--- src/rtl/boot_seq_pkg.sv ---
package boot_seq_pkg;

  typedef enum logic [1:0] {
    PH_IDLE = 2'd0,
    PH_RUN  = 2'd1,
    PH_USER = 2'd2
  } phase_t;

  // Selector values at or above the step count disable the hold.
  function automatic logic sel_armed(input int unsigned sel, input int unsigned nsteps);
    return sel < nsteps;
  endfunction

  // True when the given step is the final one of the run.
  function automatic logic step_final(input int unsigned step, input int unsigned nsteps);
    return step == nsteps - 1;
  endfunction

endpackage

--- src/rtl/lock_sync.sv ---
module lock_sync #(
  parameter int W      = 4,
  parameter int STAGES = 2
) (
  input  logic         clk,
  input  logic         rst,
  input  logic [W-1:0] d_async,
  output logic [W-1:0] q_sync
);

  logic [W-1:0] stg [STAGES];

  always_ff @(posedge clk) begin
    if (rst) begin
      for (int i = 0; i < STAGES; i++) stg[i] <= '0;
    end else begin
      stg[0] <= d_async;
      for (int i = 1; i < STAGES; i++) stg[i] <= stg[i-1];
    end
  end

  assign q_sync = stg[STAGES-1];

endmodule

--- src/rtl/stall_gate.sv ---
module stall_gate
  import boot_seq_pkg::*;
#(
  parameter int N_MGR   = 4,
  parameter int SEL_W   = 3,
  parameter int N_STEPS = 6,
  parameter int STEP_W  = 3
) (
  input  logic [N_MGR-1:0]  lock_s,
  input  logic [N_MGR-1:0]  wait_en,
  input  logic [SEL_W-1:0]  sel,
  input  logic [STEP_W-1:0] step,
  output logic              gate_ok,
  output logic              at_hold
);

  logic [N_MGR-1:0] mgr_ok;
  logic             armed;

  // Each manager is satisfied if it is locked or not waited on.
  for (genvar g = 0; g < N_MGR; g++) begin : g_mgr
    assign mgr_ok[g] = lock_s[g] | ~wait_en[g];
  end

  assign gate_ok = &mgr_ok;
  assign armed   = sel_armed(int'(sel), N_STEPS);
  assign at_hold = armed && (int'(step) == int'(sel));

endmodule

--- src/rtl/phase_fsm.sv ---
module phase_fsm
  import boot_seq_pkg::*;
#(
  parameter int N_STEPS = 6,
  parameter int STEP_W  = 3
) (
  input  logic              clk,
  input  logic              rst,
  input  logic              start,
  input  logic              at_hold,
  input  logic              gate_ok,
  output logic [STEP_W-1:0] step,
  output logic              running,
  output logic              holding,
  output logic              advance,
  output logic              in_user
);

  phase_t ph;
  logic   last;

  assign running = (ph == PH_RUN);
  assign in_user = (ph == PH_USER);
  assign holding = running && at_hold && !gate_ok;
  assign advance = running && !holding;
  assign last    = step_final(int'(step), N_STEPS);

  always_ff @(posedge clk) begin
    if (rst) begin
      ph   <= PH_IDLE;
      step <= '0;
    end else begin
      case (ph)
        PH_IDLE: begin
          step <= '0;
          if (start) ph <= PH_RUN;
        end
        PH_RUN: begin
          if (advance) begin
            if (last) ph <= PH_USER;
            else      step <= step + 1'b1;
          end
        end
        PH_USER: ph <= PH_USER;
        default: ph <= PH_IDLE;
      endcase
    end
  end

endmodule

--- src/rtl/boot_phase_seq.sv ---
module boot_phase_seq
  import boot_seq_pkg::*;
#(
  parameter int N_MGR       = 4,
  parameter int SEL_W       = 3,
  parameter int N_STEPS     = 6,
  parameter int SYNC_STAGES = 2,
  localparam int STEP_W     = $clog2(N_STEPS)
) (
  input  logic              clk,
  input  logic              rst,
  input  logic              start,
  input  logic [N_MGR-1:0]  lock_in,
  input  logic [N_MGR-1:0]  wait_en,
  input  logic [SEL_W-1:0]  stall_sel,
  output logic [STEP_W-1:0] step_idx,
  output logic              stalled,
  output logic              done
);

  logic [N_MGR-1:0] lock_s;
  logic             gate_ok;
  logic             at_hold;
  logic             running;
  logic             advance;

  lock_sync #(.W(N_MGR), .STAGES(SYNC_STAGES)) u_sync (
    .clk(clk), .rst(rst), .d_async(lock_in), .q_sync(lock_s)
  );

  stall_gate #(.N_MGR(N_MGR), .SEL_W(SEL_W), .N_STEPS(N_STEPS), .STEP_W(STEP_W)) u_gate (
    .lock_s(lock_s), .wait_en(wait_en), .sel(stall_sel), .step(step_idx),
    .gate_ok(gate_ok), .at_hold(at_hold)
  );

  phase_fsm #(.N_STEPS(N_STEPS), .STEP_W(STEP_W)) u_fsm (
    .clk(clk), .rst(rst), .start(start), .at_hold(at_hold), .gate_ok(gate_ok),
    .step(step_idx), .running(running), .holding(stalled), .advance(advance),
    .in_user(done)
  );

endmodule

--- config.mk ---
export PLATFORM = sky130hd
export DESIGN_NAME = boot_phase_seq
export DESIGN_NICKNAME = d
export VERILOG_FILES = /design/src/rtl/boot_seq_pkg.sv /design/src/rtl/lock_sync.sv /design/src/rtl/stall_gate.sv /design/src/rtl/phase_fsm.sv /design/src/rtl/boot_phase_seq.sv
export SDC_FILE = /design/constraint.sdc
export NUM_CORES = 1
export LEC_CHECK = 0
export BUFFER_PORTS_ARGS = -buffer_cell sky130_fd_sc_hd__buf_2
export CORE_MARGIN = 2
export CORE_UTILIZATION = 42
export CTS_CLUSTER_DIAMETER = 60
export CTS_CLUSTER_SIZE = 10
export DETAILED_ROUTE_END_ITERATION = 10
export PLACE_DENSITY = 0.63
export SLEW_MARGIN = 20
export SYNTH_ARGS = -nofsm -noshare
export SYNTH_HDL_FRONTEND = slang
export SYNTH_SLANG_ARGS = --single-unit
--- constraint.sdc ---
create_clock -name clk -period 2.6 [get_ports clk]
set_input_delay 0 -clock clk [delete_from_list [all_inputs] [get_ports clk]]
set_output_delay 0 -clock clk [all_outputs]
set_load 0.02 [all_outputs]
==> metrics.md <==
| Metric | Value |
|---|---|
| Outcome | `completed` |
| Worst-path clk slew | `0.08 ns` |
| Internal | `0.399 mW` |
| Max-cap violations | `0` |
| Setup Viol. Count Final | `0` |
| Syn_area_per_cell | `9.53 um2` |
| Static Leak | `0.383 nW` |
| RSZ-0062 raised after global routing | `no` |
| Area of the multi-input gates | `362 um2` |
| Die width | `43.3 um` |
| Antenna violations before repair | `0` |
| RR Endpoint | `u_fsm.ph[0]` |
| Buffers on Ports | `18` |
| Drt via density | `4.63` |
| Clock Power Share | `0.197` |
| R2R Path Start | `u_fsm.ph[1]` |
| FF+latch area | `260 um2` |
| TritonRoute pass-1 iters | `2` |
| DP Worst Slack | `1.08 ns` |
| Vias | `505` |
| Worst path required time | `2.60 ns` |
| Num CTS Buffers | `3` |
| Portion of total power attributed to sequential cells | `0.403` |
| Initial Util | `0.440` |
| Commonest non-fill, non-tap cells in the layout | `buf_2 (18), dfxtp_1 (13), nand2b_1 (11), nor2b_1 (8)` |
| Worst Hold Path EP | `u_sync.stg[0][5]` |
| Critical path cell sequence | `inv_1 -> ha_1 -> inv_1 -> a41oi_1 -> and2_1 -> buf_2` |
| Post-DP HPWL | `808 um` |
| Finished Layout Cells | `109` |
| I/O pin cnt | `19` |
| Hold path start | `rst` |
| Most used cell, CP | `inv_1` |
| Initial DRC count | `3` |
| Area Overhead vs Synth | `26.6%` |
| # fillers | `149` |
| Drt total wl | `1060 um` |
| Diodes inserted | `0` |
| CP max FO | `4` |
| Final period utilization | `0.628` |
| Max Transition Viols Final | `0` |
| Final Hold Vio Count | `0` |
| Worst Setup Slack, final | `0.968 ns` |
| CP max stage cell | `dfxtp_1` |
| Hold path cells | `2` |
| Netlist Area Pre-Place | `648 um2` |
| Maximum number of pins on one net before global-route repair | `16` |
| Clk sinks | `13` |
| Post-synthesis sequential area ratio | `0.402` |
| Logic pwr share | `0.399` |
| Synth cell types | `20` |
| Die Area | `0.00187 mm2` |
| Post-CTS setup buffers | `0` |
| Net Sw Power | `0.230 mW` |
| GPL Wtd Cong | `0.778` |
| Layout net count | `114` |
| Min-Delay Path Class | `input pin to flop` |
| Syn nets | `88` |
| Total GRT Usage | `0.139` |
| Synth warn | `0` |
| Critical path class | `flop to primary output` |
| Root buf cell | `clkbuf_4` |
| CTS tree | `built` |
| R2R depth | `6` |
| Actual slew at the worst max-slew pin | `0.359 ns` |
| CTS max path bufs | `2` |
| Pwr Density | `766 mW/mm2` |
| Crit path DAT | `1.63 ns` |
| Placed Cells | `101` |
| Final Critical Period | `1.63 ns` |
| CP startpoint | `u_fsm.ph[1]` |
| R2R Setup Slk | `1.11 ns` |
| Clk_lat worst skew | `0.27 ns` |
| Chip height | `43.3 um` |
| DRT antenna net count | `0` |
| Rel. slew slack | `0.758` |
| # DRC | `0` |
| DR WL/cell | `9.75 um` |
| Critical path launch point type | `flop` |
| Final clock skew | `0.00308 ns` |
| Setup TNS | `0 ns` |
| Yosys reg bits | `13` |
| H-tree Lvls | `1` |
| Critical Path End Type | `primary output` |
| Gr ovfl total | `0` |
| First-pass GRT wire length | `1840 um` |
| Core ar. | `0.00147 mm2` |
| Max rail drop VDD | `0.383 mV` |
| Syn Inst Count | `68` |
| Num rows | `14` |
| Vias in the first global route | `456` |
| Max Clock Freq | `613 MHz` |
| Most common cell after layout, fill and taps aside | `buf_2` |
| Sw frac | `0.366` |
| Share of post-route cells with drive strength above 1 | `0.237` |
| CP max stage delay | `0.33 ns` |
==> per-layer routing <==
layer	share of wire	GRT usage
met1	0.44	0.139
met2	0.46	0.227
met3	0.070	0.0766
met4	0.022	0.0727
met5	0	0
==> worst max path at each step <==
stage,end,slack [ns],cells after the start
finish,stalled,0.97,6
global route,stalled,0.78,6
CTS,stalled,0.93,6
detailed placement,u_fsm.ph[0],1.08,6
global placement,u_fsm.step[0],1.07,6
floorplan,u_fsm.step[2],1.18,6
==> registers in the layout, summed over array words and instances (netlist names) <==
name	count
u_fsm.step	3
u_sync.stg	8
u_fsm.ph	2
==> synthesized netlist by cell type, drive strengths merged <==
cell	number	area (um2)
dfxtp	13	260
nand2b	11	68.8
and2	1	6.26
mux2i	5	50.1
a22o	1	8.76
nand3b	1	7.51
a211oi	2	20.0
or2	1	6.26
a41oi	1	8.76
xor2	2	17.5
o21ai	1	5.00
a21oi	3	15.0
nor2b	8	50.1
ha	6	75.1
inv	6	22.5
or3	1	6.26
nand3	1	5.00
nand2	3	11.3
clkbuf	1	3.75
==> critical path, delay by kind of cell (launching register included) <==
| family | cells | cell delay, ns |
|---|---|---|
| adders and majority gates | 1 | 0.21 |
| AOI/OAI and AO/OA | 1 | 0.32 |
| buffers and inverters | 3 | 0.33 |
| DFF | 1 | 0.33 |
| and+or+nand+nor | 1 | 0.17 |
==> power by group through the flow <==
stage               Clock [mW]  Sequential (mW)  Combinational (mW)
floorplan                    0            0.265               0.183
CTS                      0.131            0.254               0.255
global placement             0            0.257               0.251
global route             0.139            0.259               0.290
detailed placement           0            0.260               0.250
finish                   0.124            0.254               0.251
==> per-stage QoR <==
step	power, mW	hold WS, ns	utilization	area, um2
final	0.629	0.0434	0.558	821
after detailed placement	0.510	0.216	0.513	754
after global placement	0.508	0.209	0.513	754
after floorplan	0.448	0.128	-	648
after global routing	0.688	0.0529	0.558	821
after CTS	0.641	0.0404	0.558	821
==> logic make-up after synthesis <==
logic type | after synthesis | synth area share
simple gates | 27 | 0.249
fa+ha+maj | 6 | 0.116
compound gates | 8 | 0.0888
mux | 5 | 0.0772
buf+inv | 7 | 0.0405
xor+xnor | 2 | 0.0270
flops | 13 | 0.402
==> what timing repair did <==
action                                 CTS  global route
endpoints found under the hold margin    4             0
hold buffers                             4             0
resized for setup                        0             0
==> layout make-up <==
type,count,share of cell area
sequential,13,0.317
timing repair buffer,22,0.159
tap,16,0.0244
multi-input combinational,48,0.441
clock buffer,4,0.0320
inverter,6,0.0274
No activity file was read; power rests on OpenSTA's default activity.
